<file path="config.mk">
export PLATFORM = sky130hd
export DESIGN_NAME = uart_char_core
export DESIGN_NICKNAME = d
export VERILOG_FILES = /design/src/rtl/uart_char_pkg.sv /design/src/rtl/uart_char_ctrl.sv /design/src/rtl/uart_char_dp.sv /design/src/rtl/uart_char_core.sv
export SDC_FILE = /design/constraint.sdc
export NUM_CORES = 1
export LEC_CHECK = 0
export BUFFER_PORTS_ARGS = -buffer_cell sky130_fd_sc_hd__buf_2
export CORE_UTILIZATION = 40
export DETAILED_ROUTE_END_ITERATION = 8
export SLEW_MARGIN = 20
export SYNTH_ARGS = -nofsm -noshare
export SYNTH_HDL_FRONTEND = slang
export SYNTH_HIERARCHICAL = 1
export SYNTH_SLANG_ARGS = --single-unit
</file>
<file path="constraint.sdc">
create_clock -name clk -period 2.07 [get_ports clk]
set_input_delay 0.207 -clock clk [delete_from_list [all_inputs] [get_ports clk]]
set_output_delay 0.207 -clock clk [all_outputs]
set_load 0.05 [all_outputs]
</file>
<file path="src/rtl/uart_char_pkg.sv">
package uart_char_pkg;
  localparam int MAX_DATA = 8;
  localparam int MIN_DATA = 5;
  localparam int IDX_W = $clog2(MAX_DATA);

  typedef enum logic [2:0] {
    PH_IDLE, PH_START, PH_DATA, PH_PARITY, PH_STOP, PH_WAITHI
  } phase_e;

  typedef struct packed {
    logic             txLoad;
    logic             txBusy;
    phase_e           txPhase;
    logic [IDX_W-1:0] txBitIdx;
    logic             rxClear;
    logic             rxDataSample;
    logic [IDX_W-1:0] rxBitIdx;
    logic             rxParSample;
    logic             rxStopSample;
    logic             rxBreak;
  } strobes_t;

  // parity bit for the active data bits; stick mode yields the constant
  function automatic logic parityOf(input logic [MAX_DATA-1:0] d,
                                    input logic [1:0] wl,
                                    input logic evenSel,
                                    input logic stick);
    logic [MAX_DATA-1:0] mask;
    mask = {MAX_DATA{1'b1}} >> (2'd3 - wl);
    if (stick) return ~evenSel;
    return evenSel ? ^(d & mask) : ~^(d & mask);
  endfunction
endpackage

</file>
<file path="src/rtl/uart_char_ctrl.sv">
module uart_char_ctrl
  import uart_char_pkg::*;
#(
  parameter int TICKS_PER_BIT = 16
) (
  input  logic       clk,
  input  logic       rstN,
  input  logic       tick16,
  input  logic [1:0] wordLen,
  input  logic       twoStop,
  input  logic       parityEn,
  input  logic       thrFull,
  input  logic       rxLine,
  input  logic       rxAllZero,
  output strobes_t   strobes
);
  localparam int CNT_W = $clog2(TICKS_PER_BIT);
  localparam logic [CNT_W-1:0] LAST = CNT_W'(TICKS_PER_BIT - 1);
  localparam logic [CNT_W-1:0] MID  = CNT_W'(TICKS_PER_BIT / 2 - 1);

  phase_e           txPh, rxPh;
  logic [CNT_W-1:0] txCnt, rxCnt;
  logic [IDX_W-1:0] txIdx, rxIdx;
  logic             txSecondStop;
  logic [IDX_W-1:0] lastIdx;

  assign lastIdx = IDX_W'(MIN_DATA - 1) + IDX_W'(wordLen);

  logic txBitEnd, rxBitEnd;
  assign txBitEnd = tick16 && (txCnt == LAST);
  assign rxBitEnd = tick16 && (rxCnt == LAST);

  // transmit sequencer
  always_ff @(posedge clk or negedge rstN) begin
    if (!rstN) begin
      txPh <= PH_IDLE;
      txCnt <= '0;
      txIdx <= '0;
      txSecondStop <= 1'b0;
    end else if (txPh == PH_IDLE) begin
      if (thrFull) begin
        txPh <= PH_START;
        txCnt <= '0;
      end
    end else if (tick16) begin
      if (txCnt != LAST) begin
        txCnt <= txCnt + 1'b1;
      end else begin
        txCnt <= '0;
        case (txPh)
          PH_START: begin
            txPh <= PH_DATA;
            txIdx <= '0;
          end
          PH_DATA: begin
            if (txIdx == lastIdx) begin
              txPh <= parityEn ? PH_PARITY : PH_STOP;
              txSecondStop <= 1'b0;
            end else begin
              txIdx <= txIdx + 1'b1;
            end
          end
          PH_PARITY: begin
            txPh <= PH_STOP;
            txSecondStop <= 1'b0;
          end
          PH_STOP: begin
            if (twoStop && !txSecondStop) txSecondStop <= 1'b1;
            else txPh <= PH_IDLE;
          end
          default: txPh <= PH_IDLE;
        endcase
      end
    end
  end

  // receive sequencer
  always_ff @(posedge clk or negedge rstN) begin
    if (!rstN) begin
      rxPh <= PH_IDLE;
      rxCnt <= '0;
      rxIdx <= '0;
    end else begin
      case (rxPh)
        PH_IDLE: begin
          if (tick16 && !rxLine) begin
            rxPh <= PH_START;
            rxCnt <= '0;
          end
        end
        PH_WAITHI: if (rxLine) rxPh <= PH_IDLE;
        PH_START: begin
          if (tick16) begin
            if (rxCnt == MID) begin
              rxCnt <= '0;
              if (rxLine) rxPh <= PH_IDLE;
              else begin
                rxPh <= PH_DATA;
                rxIdx <= '0;
              end
            end else begin
              rxCnt <= rxCnt + 1'b1;
            end
          end
        end
        default: begin
          if (tick16) begin
            if (rxCnt != LAST) rxCnt <= rxCnt + 1'b1;
            else begin
              rxCnt <= '0;
              case (rxPh)
                PH_DATA: begin
                  if (rxIdx == lastIdx) rxPh <= parityEn ? PH_PARITY : PH_STOP;
                  else rxIdx <= rxIdx + 1'b1;
                end
                PH_PARITY: rxPh <= PH_STOP;
                default:   rxPh <= (rxAllZero && !rxLine) ? PH_WAITHI : PH_IDLE;
              endcase
            end
          end
        end
      endcase
    end
  end

  always_comb begin
    strobes.txLoad       = (txPh == PH_IDLE) && thrFull;
    strobes.txBusy       = (txPh != PH_IDLE);
    strobes.txPhase      = txPh;
    strobes.txBitIdx     = txIdx;
    strobes.rxClear      = (rxPh == PH_IDLE) && tick16 && !rxLine;
    strobes.rxDataSample = (rxPh == PH_DATA) && rxBitEnd;
    strobes.rxBitIdx     = rxIdx;
    strobes.rxParSample  = (rxPh == PH_PARITY) && rxBitEnd;
    strobes.rxStopSample = (rxPh == PH_STOP) && rxBitEnd;
    strobes.rxBreak      = (rxPh == PH_STOP) && rxBitEnd && rxAllZero && !rxLine;
  end

  // data sampling never goes past the selected word length
  p_rx_idx_range_r1: assert property (@(posedge clk) disable iff (!rstN)
    strobes.rxDataSample |-> (rxIdx <= lastIdx));

  // a load always starts a busy transmitter on the next cycle
  p_load_busy_r6: assert property (@(posedge clk) disable iff (!rstN)
    strobes.txLoad |=> (strobes.txBusy && txPh == PH_START));

  // the transmitter leaves the stop phase only at a bit boundary
  p_stop_exit_r4: assert property (@(posedge clk) disable iff (!rstN)
    (txPh == PH_STOP && !txBitEnd) |=> (txPh == PH_STOP));
endmodule

</file>
<file path="src/rtl/uart_char_dp.sv">
module uart_char_dp
  import uart_char_pkg::*;
#(
  parameter int SYNC_STAGES = 2
) (
  input  logic                clk,
  input  logic                rstN,
  input  strobes_t            strobes,
  input  logic [1:0]          wordLen,
  input  logic                parityEn,
  input  logic                evenSel,
  input  logic                stickPar,
  input  logic                breakCtl,
  input  logic                loopEn,
  input  logic [MAX_DATA-1:0] txData,
  input  logic                txWrite,
  input  logic                rxRead,
  input  logic                statRead,
  input  logic                serIn,
  output logic                serOut,
  output logic                rxLine,
  output logic                rxAllZero,
  output logic                thrFull,
  output logic [MAX_DATA-1:0] rxData,
  output logic                dataReady,
  output logic                thrEmpty,
  output logic                txEmpty,
  output logic                overrunErr,
  output logic                parityErr,
  output logic                frameErr,
  output logic                breakInt
);
  logic [MAX_DATA-1:0] thrReg, txShift, rxBuf, rxHold;
  logic                rxParBit;
  logic                txLine, txWire, rxRaw;
  logic [SYNC_STAGES-1:0] syncQ;

  // transmit holding and shift registers
  always_ff @(posedge clk or negedge rstN) begin
    if (!rstN) begin
      thrReg <= '0;
      thrFull <= 1'b0;
      txShift <= '0;
    end else if (strobes.txLoad) begin
      txShift <= thrReg;
      thrFull <= 1'b0;
    end else if (txWrite && !thrFull) begin
      thrReg <= txData;
      thrFull <= 1'b1;
    end
  end

  always_comb begin
    case (strobes.txPhase)
      PH_START:  txLine = 1'b0;
      PH_DATA:   txLine = txShift[strobes.txBitIdx];
      PH_PARITY: txLine = parityOf(txShift, wordLen, evenSel, stickPar);
      default:   txLine = 1'b1;
    endcase
  end

  assign txWire   = txLine & ~breakCtl;
  assign serOut   = loopEn ? 1'b1 : txWire;
  assign rxRaw    = loopEn ? txWire : serIn;
  assign thrEmpty = ~thrFull;
  assign txEmpty  = ~thrFull & ~strobes.txBusy;

  // receive line synchroniser, idles high
  always_ff @(posedge clk or negedge rstN) begin
    if (!rstN) syncQ <= '1;
    else begin
      syncQ[0] <= rxRaw;
      for (int i = 1; i < SYNC_STAGES; i++) syncQ[i] <= syncQ[i-1];
    end
  end
  assign rxLine = syncQ[SYNC_STAGES-1];

  // receive shift state
  always_ff @(posedge clk or negedge rstN) begin
    if (!rstN) begin
      rxBuf <= '0;
      rxAllZero <= 1'b1;
      rxParBit <= 1'b0;
    end else if (strobes.rxClear) begin
      rxBuf <= '0;
      rxAllZero <= 1'b1;
      rxParBit <= 1'b0;
    end else if (strobes.rxDataSample) begin
      rxBuf[strobes.rxBitIdx] <= rxLine;
      if (rxLine) rxAllZero <= 1'b0;
    end else if (strobes.rxParSample) begin
      rxParBit <= rxLine;
      if (rxLine) rxAllZero <= 1'b0;
    end
  end

  // receive holding register and sticky status
  always_ff @(posedge clk or negedge rstN) begin
    if (!rstN) begin
      rxHold <= '0;
      dataReady <= 1'b0;
      overrunErr <= 1'b0;
      parityErr <= 1'b0;
      frameErr <= 1'b0;
      breakInt <= 1'b0;
    end else begin
      if (statRead) begin
        overrunErr <= 1'b0;
        parityErr <= 1'b0;
        frameErr <= 1'b0;
        breakInt <= 1'b0;
      end
      if (rxRead) dataReady <= 1'b0;
      if (strobes.rxStopSample) begin
        if (strobes.rxBreak) begin
          breakInt <= 1'b1;
        end else begin
          if (!rxLine) frameErr <= 1'b1;
          if (parityEn && (rxParBit != parityOf(rxBuf, wordLen, evenSel, stickPar)))
            parityErr <= 1'b1;
          if (dataReady && !rxRead) overrunErr <= 1'b1;
          else begin
            rxHold <= rxBuf;
            dataReady <= 1'b1;
          end
        end
      end
    end
  end
  assign rxData = rxHold;

  // a write that finds the holding register full leaves it untouched
  p_thr_keep_r6: assert property (@(posedge clk) disable iff (!rstN)
    (thrFull && !strobes.txLoad) |=> ($stable(thrReg) && thrFull));

  // a character completing into an unread register is dropped
  p_overrun_drop_r8: assert property (@(posedge clk) disable iff (!rstN)
    (strobes.rxStopSample && !strobes.rxBreak && dataReady && !rxRead)
      |=> ($stable(rxHold) && overrunErr && dataReady));

  // status read with no completing character clears every flag
  p_status_clear_r9: assert property (@(posedge clk) disable iff (!rstN)
    (statRead && !strobes.rxStopSample)
      |=> (!overrunErr && !parityErr && !frameErr && !breakInt));

  // a break raises its own flag and not the framing flag
  p_break_flag_r10: assert property (@(posedge clk) disable iff (!rstN)
    (strobes.rxBreak && !frameErr) |=> (breakInt && !frameErr && $stable(rxHold)));
endmodule

</file>
<file path="src/rtl/uart_char_core.sv">
module uart_char_core
  import uart_char_pkg::*;
#(
  parameter int TICKS_PER_BIT = 16,
  parameter int SYNC_STAGES   = 2
) (
  input  logic       clk,
  input  logic       rstN,
  input  logic       tick16,
  input  logic [1:0] wordLen,
  input  logic       twoStop,
  input  logic       parityEn,
  input  logic       evenSel,
  input  logic       stickPar,
  input  logic       breakCtl,
  input  logic       loopEn,
  input  logic [7:0] txData,
  input  logic       txWrite,
  input  logic       rxRead,
  input  logic       statRead,
  input  logic       serIn,
  output logic       serOut,
  output logic [7:0] rxData,
  output logic       dataReady,
  output logic       thrEmpty,
  output logic       txEmpty,
  output logic       overrunErr,
  output logic       parityErr,
  output logic       frameErr,
  output logic       breakInt
);
  strobes_t strobes;
  logic     thrFull, rxLine, rxAllZero;

  uart_char_ctrl #(.TICKS_PER_BIT(TICKS_PER_BIT)) ctrl_i (
    .clk(clk), .rstN(rstN), .tick16(tick16), .wordLen(wordLen),
    .twoStop(twoStop), .parityEn(parityEn), .thrFull(thrFull),
    .rxLine(rxLine), .rxAllZero(rxAllZero), .strobes(strobes)
  );

  uart_char_dp #(.SYNC_STAGES(SYNC_STAGES)) dp_i (
    .clk(clk), .rstN(rstN), .strobes(strobes), .wordLen(wordLen),
    .parityEn(parityEn), .evenSel(evenSel), .stickPar(stickPar),
    .breakCtl(breakCtl), .loopEn(loopEn), .txData(txData),
    .txWrite(txWrite), .rxRead(rxRead), .statRead(statRead),
    .serIn(serIn), .serOut(serOut), .rxLine(rxLine),
    .rxAllZero(rxAllZero), .thrFull(thrFull), .rxData(rxData),
    .dataReady(dataReady), .thrEmpty(thrEmpty), .txEmpty(txEmpty),
    .overrunErr(overrunErr), .parityErr(parityErr),
    .frameErr(frameErr), .breakInt(breakInt)
  );
endmodule

</file>
==> flow_metrics.env <==
export IMPL_status="finished, violations left"
export IMPL_violations="setup timing"
export IMPL_drt_iter0_drc=97
export IMPL_cp_slowest_cell="xnor3_1"
export IMPL_rsz0062_at_grt="yes"
export IMPL_worst_path_max_fanout=2
export IMPL_gp_congestion=0.807
export IMPL_dpl_hpwl_mm=5.53
export IMPL_layout_nets=440
export IMPL_hold_viol_final=0
export IMPL_place_ws_ns=-0.145
export IMPL_core_area_um2=8300
export IMPL_first_global_vias=2629
export IMPL_dieArea_um2=9020
export IMPL_synth_nets=363
export IMPL_initial_core_util=0.416
export IMPL_yosysMostFrequentCell="dfrtp_1"
export IMPL_die_w_um=95.0
export IMPL_synth_warnings=6
export IMPL_slew_headroom=0.711
export IMPL_worstMarginPinSlew_ns=0.422
export IMPL_route_detailed_drc=0
export IMPL_cts_tree="yes"
export IMPL_first_pass_iters=4
export IMPL_viasPerCell=5.34
export IMPL_synth_area_top_cells="dfrtp_1, mux2_2, o21ai_0"
export IMPL_syn_area_um2=3460
export IMPL_crit_chain="xnor3_1, xnor2_2, o211a_1, nor3_1, nand4b_1, a21oi_4, buf_6"
export IMPL_p_leak_uw=0.00202
export IMPL_grt_max_degree=27
export IMPL_synth_edf_count=0
export IMPL_met3_usage=0.0346
export IMPL_arrival_ns=2.21
export IMPL_syn_to_final_growth_pct=23.7
export IMPL_cts_root_buf="clkbuf_8"
export IMPL_crit_family="XOR/XNOR gates"
export IMPL_drtAntennaViolNets=0
export IMPL_cp_buffers_inverters=1
export IMPL_cp_required_ns=1.86
export IMPL_diodes=0
export IMPL_yosysTopAreaCell="dfrtp_1"
export IMPL_grt_pass1_wl_mm=12.7
export IMPL_htree_levels=3
export IMPL_min_path_type="primary input to register"
export IMPL_powerDensity_nw_per_um2=1030
export IMPL_antenna_found_initial=0
export IMPL_use_met2=0.273
export IMPL_io_pins=39
export IMPL_setup_ws_ns=-0.343
export IMPL_drv_slew=0
export IMPL_nFillCells=764
export IMPL_syn_area_per_cell_um2=10.3
export IMPL_vias=2786
export IMPL_synth_common_cells="dfrtp_1, nor2_1, mux2_2, nand2_1, o21ai_0"
export IMPL_ys_ff_latch=63
export IMPL_globalRouteOverflowTotal=0
export IMPL_die_y_um=95.0
export IMPL_path_class="register to primary output"
export IMPL_yosysTopAreaCellShare=0.434
export IMPL_async_flop_share=1.00
export IMPL_path_clk_slew_ns=0.07
export IMPL_yosysUniqueCellTypes=61
export IMPL_max_stage_delay_ns=0.44
export IMPL_gr_usage_met1=0.267
export IMPL_gr_usage_all_layers=0.185
export IMPL_synth_main_ff_cell="dfrtp_1"
export IMPL_busiest_layer="met2"
export IMPL_finClkSkew_ns=0.00776
export IMPL_clock_path_buffers=2
export IMPL_fin_util=0.515
export IMPL_netlist_instances=336
export IMPL_finalCriticalPeriod_ns=2.41
export IMPL_drive_above_1_share=0.343
export IMPL_timing_fmax_ghz=0.414
export IMPL_wl_per_cell_um=14.4
export IMPL_period_share=1.17
export IMPL_maxCapViolCount=0
export IMPL_vdd_ir_drop_max_mv=0.612
export IMPL_num_rows=33
export IMPL_multi_input_area_um2=1860
export IMPL_whs_ns=0.0978
export IMPL_regArea_um2=1590
export IMPL_wl_mm=7.52
export IMPL_seq_area_frac_synth=0.457
export IMPL_clock_sinks=63
export IMPL_start_kind="register"
export IMPL_numCtsBuffers=9
export IMPL_finalSetupViolations=1
export IMPL_clk_latency_ns=0.34
export IMPL_end_kind="primary output"
export IMPL_io_buffers=38
## timing repair
action,4_1_cts,5_1_grt
hold endpoints to repair,16,0
pin swaps,1,3
setup buffers,0,2
resized for setup,8,7
setup endpoints to repair,9,12
hold buffers,1,0
## layer usage
layer | vias up | part of all wire
li1 | 1381 | -
met4 | 0 | 0.012
met5 | - | 0
met3 | 9 | 0.028
met2 | 39 | 0.46
met1 | 1357 | 0.50
## cell type report
type | count | area share
Clock buffer | 12 | 0.0386
Clock inverter | 3 | 0.00410
Inverter | 13 | 0.0114
Multi-Input combinational cell | 252 | 0.435
Sequential cell | 63 | 0.371
Tap cell | 105 | 0.0307
Timing Repair Buffer | 74 | 0.110
## layout by cell type, fill, tap and decap left out, drive strengths merged, types with 11 or more instances in the layout
cell,n
nand2,25
clkbuf,12
o21ai,26
nand2b,11
a21oi,12
mux2,28
inv,13
nor2,31
dfrtp,60
buf,73
## final timing paths
kind	startpoint	to	slack (ns)	cells after the start
worst max-delay path	dp_i/txShift[0]$_DFFE_PN0P_	serOut	-0.34	7
worst min-delay path	txWrite	dp_i/thrFull$_DFFE_PN0P_	0.1	3
worst max register to register	ctrl_i/rxPh[2]$_DFFE_PN0P_	ctrl_i/rxIdx[0]$_DFFE_PN0P_	0.08	5
worst min register to register	dp_i/syncQ[0]$_DFF_PN1_	dp_i/syncQ[1]$_DFF_PN1_	0.36	0
max in group asynchronous	rstN	dp_i/txShift[6]$_DFFE_PN0P_	1.03	3
min in group asynchronous	rstN	dp_i/rxData[4]$_DFFE_PN0P_	0.33	2
## registers in the layout (all words and copies together) (netlist names), 4 cells and up
name and cells:
dp_i/thrReg 8, dp_i/txShift 8, dp_i/rxBuf 8, dp_i/rxData 8
ctrl_i/txCnt 4, ctrl_i/rxCnt 4
## where the power goes
group	internal, uW	switching [uW]
Clock	522	466
Combinational	820	778
Sequential	1560	263
## cells by family (layout without fill, tap and decap cells)
logic type	after synthesis	after routing	synth area share
AO/OA/AOI/OAI	70	70	0.135
XOR/XNOR	15	15	0.0420
adder cells (fa/ha/maj)	4	4	0.0145
buffers and inverters	21	102	0.0239
flip-flops	63	63	0.457
multiplexers	40	40	0.134
AND/OR/NAND/NOR	123	123	0.193
## per-stage QoR
stage / total power (uW) / instances / TNS [ns] / cell area [um2]
finish: 4410 / 522 / -0.343 / 4280
global route: 4720 / 522 / -0.477 / 4280
CTS: 4420 / 520 / -0.342 / 4240
detailed placement: 3340 / 504 / -0.145 / 4010
global placement: 3290 / 504 / -0.0923 / 4010
floorplan: 2850 / 336 / 0 / 3470
## worst register-to-register path, delay by kind of cell (launching register included)
| family | cells | cell delay [ns] |
|---|---|---|
| AO/OA/AOI/OAI | 2 | 0.31 |
| AND/OR/NAND/NOR | 2 | 0.83 |
| flip-flops | 1 | 0.45 |
| multiplexers | 1 | 0.30 |
(Power assumes the default switching activity.)
